--- config.mk ---
export PLATFORM = sky130hd
export DESIGN_NAME = brwin_decoder
export DESIGN_NICKNAME = d
export VERILOG_FILES = /design/src/rtl/brwin_pkg.sv /design/src/rtl/brwin_regs.sv /design/src/rtl/brwin_window.sv /design/src/rtl/brwin_decoder.sv
export SDC_FILE = /design/constraint.sdc
export NUM_CORES = 1
export LEC_CHECK = 0
export BUFFER_PORTS_ARGS = -buffer_cell sky130_fd_sc_hd__buf_4
export CORE_MARGIN = 3
export CORE_UTILIZATION = 35
export CTS_BUF_LIST = sky130_fd_sc_hd__clkbuf_4 sky130_fd_sc_hd__clkbuf_8
export DETAILED_ROUTE_END_ITERATION = 10
export PLACE_DENSITY = 0.63
export SLEW_MARGIN = 15
export SYNTH_ARGS = -nofsm -noshare
export SYNTH_HDL_FRONTEND = slang
export SYNTH_SLANG_ARGS = --single-unit
--- constraint.sdc ---
create_clock -name clk -period 3.1 [get_ports clk]
set_input_delay 0.31 -clock clk [delete_from_list [all_inputs] [get_ports clk]]
set_output_delay 0.31 -clock clk [all_outputs]
set_load 0.02 [all_outputs]
--- src/rtl/brwin_pkg.sv ---
package brwin_pkg;

    localparam int ADDR_W    = 64;
    localparam int MEM_SHIFT = 20;
    localparam int IO_SHIFT  = 12;
    localparam int NWIN      = 3;
    localparam int WIN_MEM   = 0;
    localparam int WIN_IO    = 1;
    localparam int WIN_PF    = 2;

    typedef enum logic [3:0] {
        SEL_MEM_BASE   = 4'd0,
        SEL_MEM_LIMIT  = 4'd1,
        SEL_IO_BASE    = 4'd2,
        SEL_IO_LIMIT   = 4'd3,
        SEL_IO_BASE_U  = 4'd4,
        SEL_IO_LIMIT_U = 4'd5,
        SEL_PF_BASE    = 4'd6,
        SEL_PF_LIMIT   = 4'd7,
        SEL_PF_BASE_U  = 4'd8,
        SEL_PF_LIMIT_U = 4'd9,
        SEL_CTRL       = 4'd10
    } cfg_sel_e;

    typedef enum logic [1:0] {
        KIND_PLAIN = 2'd0,
        KIND_LINE  = 2'd1,
        KIND_MULT  = 2'd2
    } rd_kind_e;

    typedef struct packed {
        logic [11:0] mem_base;
        logic [11:0] mem_limit;
        logic [3:0]  io_base;
        logic [3:0]  io_limit;
        logic        io_wide;
        logic [15:0] io_base_up;
        logic [15:0] io_limit_up;
        logic [11:0] pf_base;
        logic [11:0] pf_limit;
        logic        pf_wide;
        logic [31:0] pf_base_up;
        logic [31:0] pf_limit_up;
        logic        vga_en;
        logic        snoop_en;
        logic        sec_pf_en;
    } cfg_t;

    typedef struct packed {
        logic valid;
        logic claim;
        logic prefetch;
    } resp_t;

    function automatic logic [ADDR_W-1:0] mem_edge(input logic [11:0] field,
                                                   input logic [31:0] upper,
                                                   input logic wide,
                                                   input logic top);
        logic [MEM_SHIFT-1:0] fill;
        fill = top ? {MEM_SHIFT{1'b1}} : '0;
        return {(wide ? upper : 32'h0), field, fill};
    endfunction

    function automatic logic [ADDR_W-1:0] io_edge(input logic [3:0] field,
                                                  input logic [15:0] upper,
                                                  input logic wide,
                                                  input logic top);
        logic [IO_SHIFT-1:0] fill;
        fill = top ? {IO_SHIFT{1'b1}} : '0;
        return {32'h0, (wide ? upper : 16'h0), field, fill};
    endfunction

    function automatic logic legacy_mem(input logic [ADDR_W-1:0] a);
        return (a >= 64'h000A_0000) && (a <= 64'h000B_FFFF);
    endfunction

    function automatic logic legacy_io(input logic [ADDR_W-1:0] a);
        logic [9:0] low;
        low = a[9:0];
        return (a[ADDR_W-1:16] == '0) &&
               (((low >= 10'h3B0) && (low <= 10'h3BB)) ||
                ((low >= 10'h3C0) && (low <= 10'h3DF)));
    endfunction

    function automatic logic palette_io(input logic [ADDR_W-1:0] a);
        logic [9:0] low;
        low = a[9:0];
        return (a[ADDR_W-1:16] == '0) &&
               ((low == 10'h3C6) || (low == 10'h3C8) || (low == 10'h3C9));
    endfunction

endpackage

--- src/rtl/brwin_regs.sv ---
module brwin_regs
    import brwin_pkg::*;
(
    input  logic        clk,
    input  logic        rst,
    input  logic        we,
    input  logic [3:0]  sel,
    input  logic [31:0] wdata,
    output cfg_t        cfg
);

    always_ff @(posedge clk) begin
        if (rst) begin
            cfg           <= '0;
            cfg.mem_base  <= 12'hFFF;
            cfg.io_base   <= 4'hF;
            cfg.pf_base   <= 12'hFFF;
        end else if (we) begin
            case (cfg_sel_e'(sel))
                SEL_MEM_BASE:   cfg.mem_base    <= wdata[15:4];
                SEL_MEM_LIMIT:  cfg.mem_limit   <= wdata[15:4];
                SEL_IO_BASE: begin
                    cfg.io_base <= wdata[7:4];
                    cfg.io_wide <= (wdata[3:0] == 4'h1);
                end
                SEL_IO_LIMIT:   cfg.io_limit    <= wdata[7:4];
                SEL_IO_BASE_U:  cfg.io_base_up  <= wdata[15:0];
                SEL_IO_LIMIT_U: cfg.io_limit_up <= wdata[15:0];
                SEL_PF_BASE: begin
                    cfg.pf_base <= wdata[15:4];
                    cfg.pf_wide <= (wdata[3:0] == 4'h1);
                end
                SEL_PF_LIMIT:   cfg.pf_limit    <= wdata[15:4];
                SEL_PF_BASE_U:  cfg.pf_base_up  <= wdata;
                SEL_PF_LIMIT_U: cfg.pf_limit_up <= wdata;
                SEL_CTRL: begin
                    cfg.vga_en    <= wdata[0];
                    cfg.snoop_en  <= wdata[1];
                    cfg.sec_pf_en <= wdata[2];
                end
                default: ;
            endcase
        end
    end

    // a memory base write is visible in the next cycle
    a_r3_mem_base_write: assert property (@(posedge clk) disable iff (rst)
        (we && sel == 4'd0) |=> (cfg.mem_base == $past(wdata[15:4])));

    // control bit 2 lands in the secondary prefetch enable
    a_r11_ctrl_write: assert property (@(posedge clk) disable iff (rst)
        (we && sel == 4'd10) |=> (cfg.sec_pf_en == $past(wdata[2])));

endmodule

--- src/rtl/brwin_window.sv ---
module brwin_window
    import brwin_pkg::*;
#(
    parameter int W = ADDR_W
) (
    input  logic         active,
    input  logic [W-1:0] lo,
    input  logic [W-1:0] hi,
    input  logic [W-1:0] addr,
    output logic         hit
);

    logic enabled;
    assign enabled = (lo <= hi);
    assign hit     = active && enabled && (addr >= lo) && (addr <= hi);

endmodule

--- src/rtl/brwin_decoder.sv ---
module brwin_decoder
    import brwin_pkg::*;
(
    input  logic        clk,
    input  logic        rst,
    input  logic        cfg_we,
    input  logic [3:0]  cfg_sel,
    input  logic [31:0] cfg_wdata,
    input  logic        req_valid,
    input  logic [63:0] req_addr,
    input  logic        req_io,
    input  logic        req_write,
    input  logic [1:0]  req_kind,
    input  logic        req_from_sec,
    output logic        resp_valid,
    output logic        resp_claim,
    output logic        resp_prefetch
);

    cfg_t cfg;
    resp_t resp_q;

    brwin_regs u_regs (
        .clk   (clk),
        .rst   (rst),
        .we    (cfg_we),
        .sel   (cfg_sel),
        .wdata (cfg_wdata),
        .cfg   (cfg)
    );

    logic [NWIN-1:0][ADDR_W-1:0] win_lo;
    logic [NWIN-1:0][ADDR_W-1:0] win_hi;
    logic [NWIN-1:0]             win_active;
    logic [NWIN-1:0]             win_hit;

    always_comb begin
        win_lo[WIN_MEM]     = mem_edge(cfg.mem_base,  32'h0, 1'b0, 1'b0);
        win_hi[WIN_MEM]     = mem_edge(cfg.mem_limit, 32'h0, 1'b0, 1'b1);
        win_lo[WIN_IO]      = io_edge(cfg.io_base,  cfg.io_base_up,  cfg.io_wide, 1'b0);
        win_hi[WIN_IO]      = io_edge(cfg.io_limit, cfg.io_limit_up, cfg.io_wide, 1'b1);
        win_lo[WIN_PF]      = mem_edge(cfg.pf_base,  cfg.pf_base_up,  cfg.pf_wide, 1'b0);
        win_hi[WIN_PF]      = mem_edge(cfg.pf_limit, cfg.pf_limit_up, cfg.pf_wide, 1'b1);
        win_active[WIN_MEM] = !req_io;
        win_active[WIN_IO]  = req_io;
        win_active[WIN_PF]  = !req_io;
    end

    for (genvar g = 0; g < NWIN; g++) begin : g_win
        brwin_window #(.W(ADDR_W)) u_win (
            .active (win_active[g]),
            .lo     (win_lo[g]),
            .hi     (win_hi[g]),
            .addr   (req_addr),
            .hit    (win_hit[g])
        );
    end

    logic legacy_hit, palette_hit, down_hit, claim_d, pf_d, burst_rd;

    always_comb begin
        legacy_hit  = cfg.vga_en &&
                      (req_io ? legacy_io(req_addr) : legacy_mem(req_addr));
        palette_hit = cfg.snoop_en && !cfg.vga_en && req_io && req_write &&
                      palette_io(req_addr);
        down_hit    = (|win_hit) || legacy_hit || palette_hit;
        claim_d     = req_from_sec ? !down_hit : down_hit;
        burst_rd    = (rd_kind_e'(req_kind) == KIND_LINE) ||
                      (rd_kind_e'(req_kind) == KIND_MULT);
        pf_d        = claim_d && !req_io && !req_write &&
                      (burst_rd ||
                       ((rd_kind_e'(req_kind) == KIND_PLAIN) &&
                        (req_from_sec ? cfg.sec_pf_en : win_hit[WIN_PF])));
    end

    always_ff @(posedge clk) begin
        if (rst) begin
            resp_q <= '0;
        end else begin
            resp_q.valid    <= req_valid;
            resp_q.claim    <= req_valid && claim_d;
            resp_q.prefetch <= req_valid && pf_d;
        end
    end

    assign resp_valid    = resp_q.valid;
    assign resp_claim    = resp_q.claim;
    assign resp_prefetch = resp_q.prefetch;

    // one response per request, one cycle later
    a_r2_latency: assert property (@(posedge clk) disable iff (rst)
        req_valid |=> resp_valid);

    a_r2_no_spurious: assert property (@(posedge clk) disable iff (rst)
        !req_valid |=> !resp_valid);

    // I/O is never prefetched
    a_r11_io_no_prefetch: assert property (@(posedge clk) disable iff (rst)
        (req_valid && req_io) |=> !resp_prefetch);

    // writes are never prefetched
    a_r10_write_no_prefetch: assert property (@(posedge clk) disable iff (rst)
        (req_valid && req_write) |=> !resp_prefetch);

    // legacy display memory from the primary side is always claimed
    a_r8_legacy_mem_claim: assert property (@(posedge clk) disable iff (rst)
        (req_valid && !req_from_sec && !req_io && cfg.vga_en &&
         req_addr >= 64'hA0000 && req_addr <= 64'hBFFFF) |=> resp_claim);

endmodule

==> impl_metrics.csv <==
group,metric,value,unit
routing,drtAntennaViolNets,0,
synth,synth_top_family_by_area,"adder cells",
global_route,grt_max_degree,158,
timing,max_slew.worst_pin.slew,0.828,ns
clock_network,htree_num_levels,4,
synth,synthAdderAreaFrac,0.244,
cells_and_area,area_delta_synth_final,16.0,%
synth,synthMuxAreaShare,0.0285,
setup_path,startpoint,"u_regs.cfg[67]$_SDFFE_PP0P_",
power,p_leak,6.03,nW
clock_network,cts_max_path_buffers,2,
placement,port_buffers,111,
clock_network,ctsHoldBuffers,0,
placement,dp.cells,1999,
synth,yosys_warnings,0,
global_route,grt_pass1_wl,56700,µm
synth,syn_area_per_cell,7.69,µm²
clock_network,clk_pin_slew,0.12,ns
timing,finalCritPeriodShare,0.958,
cells_and_area,drive_above_1_share,0.119,
cells_and_area,nets,1921,
synth,synth.distinct_cells,56,
global_route,grt_pass1_vias,10600,
setup_path,r2r_start,"u_regs.cfg[67]$_SDFFE_PP0P_",
placement,place_hpwl,27000,µm
timing,finClkSkew,0.0259,ns
setup_path,path_max_fanout,31,
setup_path,r2r_end,"resp_prefetch$_SDFF_PP0_",
cells_and_area,antenna_cells,0,
routing,wire_per_inst,17.7,µm
timing,hold_violations,0,
routing,first_pass_iters,6,
setup_path,endpoint,"resp_prefetch$_SDFF_PP0_",
global_route,antenna_found_initial,0,
cells_and_area,n_fill_cell,3287,
setup_path,worstSetupPathType,"flip-flop to flip-flop",
cells_and_area,final_util,0.419,
setup_path,cp-end-kind,"flip-flop",
placement,gp_congestion,0.871,
synth,synth-seq-cells,160,
cells_and_area,most-common-layout-cells,"340 x nand2_1, 226 x ha_1, 175 x a21oi_1",
power,pwr_density_cell,328,nW/µm²
synth,synth_compound_area_frac,0.168,
setup_path,cp_slowest_stage_delay,0.41,ns
setup_path,crit_arrival,3.40,ns
clock_network,cts_tree,"done",
setup_path,cp_slowest_cell,"dfxtp_4",
floorplan,die-area,35300,µm²
synth,synth_edf_count,0,
floorplan,rows,65,
hold_path,hold_start,"rst",
cells_and_area,final_cells,2034,
synth,synth_xor_area_frac,0,
floorplan,core_area,32000,µm²
setup_path,rr_worst_depth,12,
clock_network,clk_latency,0.50,ns
floorplan,initial_core_util,0.361,
hold_path,worstHoldPathCells,2,
timing,slew_violations,0,
synth,synthesis.nets,1840,
power,power,0.00440,W
routing,drt_iter0_drc,947,
timing,slew_headroom,0.447,
synth,syn_inst,1505,
setup_path,crit_chain,"buf_12 -> nand2_1 -> ha_1 -> and4_2 -> nor4bb_4 -> nand2_1 -> nor2_2 -> nand4_1 -> a21oi_2 -> a31oi_1 -> mux2i_1 -> and3_1",
clock_network,cts_root_buf,"clkbuf_8",
setup_path,start_kind,"flip-flop",
global_route,gr-total-overflow,0,
cells_and_area,final_cell_area,13400,µm²
timing,max_freq,0.337,GHz
global_route,grt.total_usage,0.201,
synth,async_flop_share,0,
floorplan,ios,112,
routing,vias,10800,
timing,setup_viol,0,
routing,viasPerCell,5.31,
setup_path,reg2reg_slack,0.13,ns
floorplan,die_x,188,µm
synth,synthFlopType,"dfxtp_1",
hold_path,hp-class,"input port to flip-flop",
timing,fin_crit,2.97,ns
synth,synth-seq-area-share,0.277,
setup_path,cpMostUsedCell,"nand2_1",
setup_path,cp.required,3.53,ns
flow_run,maxCapViolations,0,
routing,routed_wl,35900,µm
clock_network,cts_sinks,160,
cells_and_area,final_common_cell,"nand2_1",
placement,placedInstanceArea,12900,µm²
power,irDropWorstVdd,0.000221,V
synth,syn_area,11600,µm²
placement,post-place-ws,-0.0575,ns
synth,synthSimpleGateAreaFrac,0.222,
status,status,"finished clean",
timing,setup_slack,0.131,ns
clock_network,cts-buffers-inserted,17,
floorplan,die_y,188,µm
routing,drc,0,
## stage by stage
stage / setup TNS (ns) / hold slack, ns
6_report: 0 / 0.0461
3_3_place_gp: -0.0571 / 0.443
4_1_cts: 0 / 0.0316
5_1_grt: -0.0266 / 0.0308
3_5_place_dp: -0.0575 / 0.447
2_1_floorplan: 0 / 0.432
## worst min path at each step
stage                                         to  slack [ns]
floorplan            u_regs.cfg[36]$_SDFFE_PP0P_        0.43
global placement     u_regs.cfg[66]$_SDFFE_PP0P_        0.44
detailed placement  u_regs.cfg[107]$_SDFFE_PP0P_        0.45
CTS                        resp_valid$_SDFF_PP0_        0.03
global route               resp_valid$_SDFF_PP0_        0.03
finish                     resp_valid$_SDFF_PP0_        0.05
## worst max-delay path, delay by kind of cell (launching register included)
| family | cells | cell delay [ns] |
|---|---|---|
| AOI/OAI and AO/OA | 2 | 0.33 |
| adders and majority gates | 1 | 0.32 |
| buffers and inverters | 1 | 0.18 |
| DFF | 1 | 0.41 |
| muxes | 1 | 0.19 |
| and+or+nand+nor | 7 | 1.46 |
## logic make-up (layout without fill, tap and decap cells)
family / Yosys count / count (layout)
AOI/OAI and AO/OA: 319 / 319
adders and majority gates: 226 / 226
buffers and inverters: 186 / 280
DFF: 160 / 160
muxes: 33 / 33
and+or+nand+nor: 581 / 581
## where the power goes
| group | switching [W] | internal [W] |
|---|---|---|
| combinational | 0.000385 | 0.000274 |
| sequential | 0.0000172 | 0.00208 |
| clock | 0.00101 | 0.000636 |
| total | 0.00141 | 0.00299 |
## layer usage
metal  vias up  track usage  wire, µm
met3        43       0.0260      1750
met5         -            0         0
met4         0       0.0496       638
met2       276        0.331     16400
li1       5403            -         -
met1      5082        0.278     17100
## repair_timing
item,CTS,global route
gates resized for setup,1,13
endpoints found under the setup margin,1,1
pin swaps,0,4
gates cloned,0,2
setup buffers,0,1
## cell usage after synthesis (2+ instances only)
master | count | share of area
nand2_1 | 340 | 0.11
ha_1 | 226 | 0.24
a21oi_1 | 175 | 0.076
dfxtp_1 | 160 | 0.28
inv_1 | 116 | 0.038
nor2_1 | 96 | 0.031
clkbuf_1 | 65 | 0.021
nand4_1 | 42 | 0.023
a21o_1 | 37 | 0.024
mux2i_1 | 33 | 0.029
a211o_1 | 31 | 0.023
o21ai_0 | 31 | 0.013
nand3_1 | 19 | 0.0082
nor4_1 | 18 | 0.0097
nor3_1 | 14 | 0.0061
a211oi_1 | 9 | 0.0058
and4_1 | 9 | 0.0068
nand2b_1 | 9 | 0.0049
a221oi_1 | 7 | 0.0053
nor2b_1 | 6 | 0.0032
buf_1 | 5 | 0.0016
nand3b_1 | 4 | 0.0026
or3_1 | 4 | 0.0022
o21a_1 | 3 | 0.0019
o21ai_1 | 3 | 0.0013
o221ai_1 | 3 | 0.0023
o311ai_1 | 3 | 0.0023
a21oi_2 | 2 | 0.0015
a221o_1 | 2 | 0.0017
and2_1 | 2 | 0.0011
nand4b_1 | 2 | 0.0015
nor4bb_1 | 2 | 0.0017
o211ai_1 | 2 | 0.0013
or4_1 | 2 | 0.0013
or4_2 | 2 | 0.0015
## state kept, by name, summed over array words and instances, names as in the netlist
name	flops
resp_claim	1
resp_valid	1
u_regs.cfg	157
resp_prefetch	1
## cell type report
class | count | area, µm² | share of cell area
clock buffers | 18 | 248 | 0.0184
clock inverters | 14 | 170 | 0.0127
inverters | 116 | 435 | 0.0324
multi-input cells | 1159 | 7750 | 0.577
flip-flops and latches | 160 | 3210 | 0.239
well taps | 435 | 544 | 0.0405
repair buffers | 132 | 1080 | 0.0801
No activity file was read; power rests on OpenSTA's default activity.
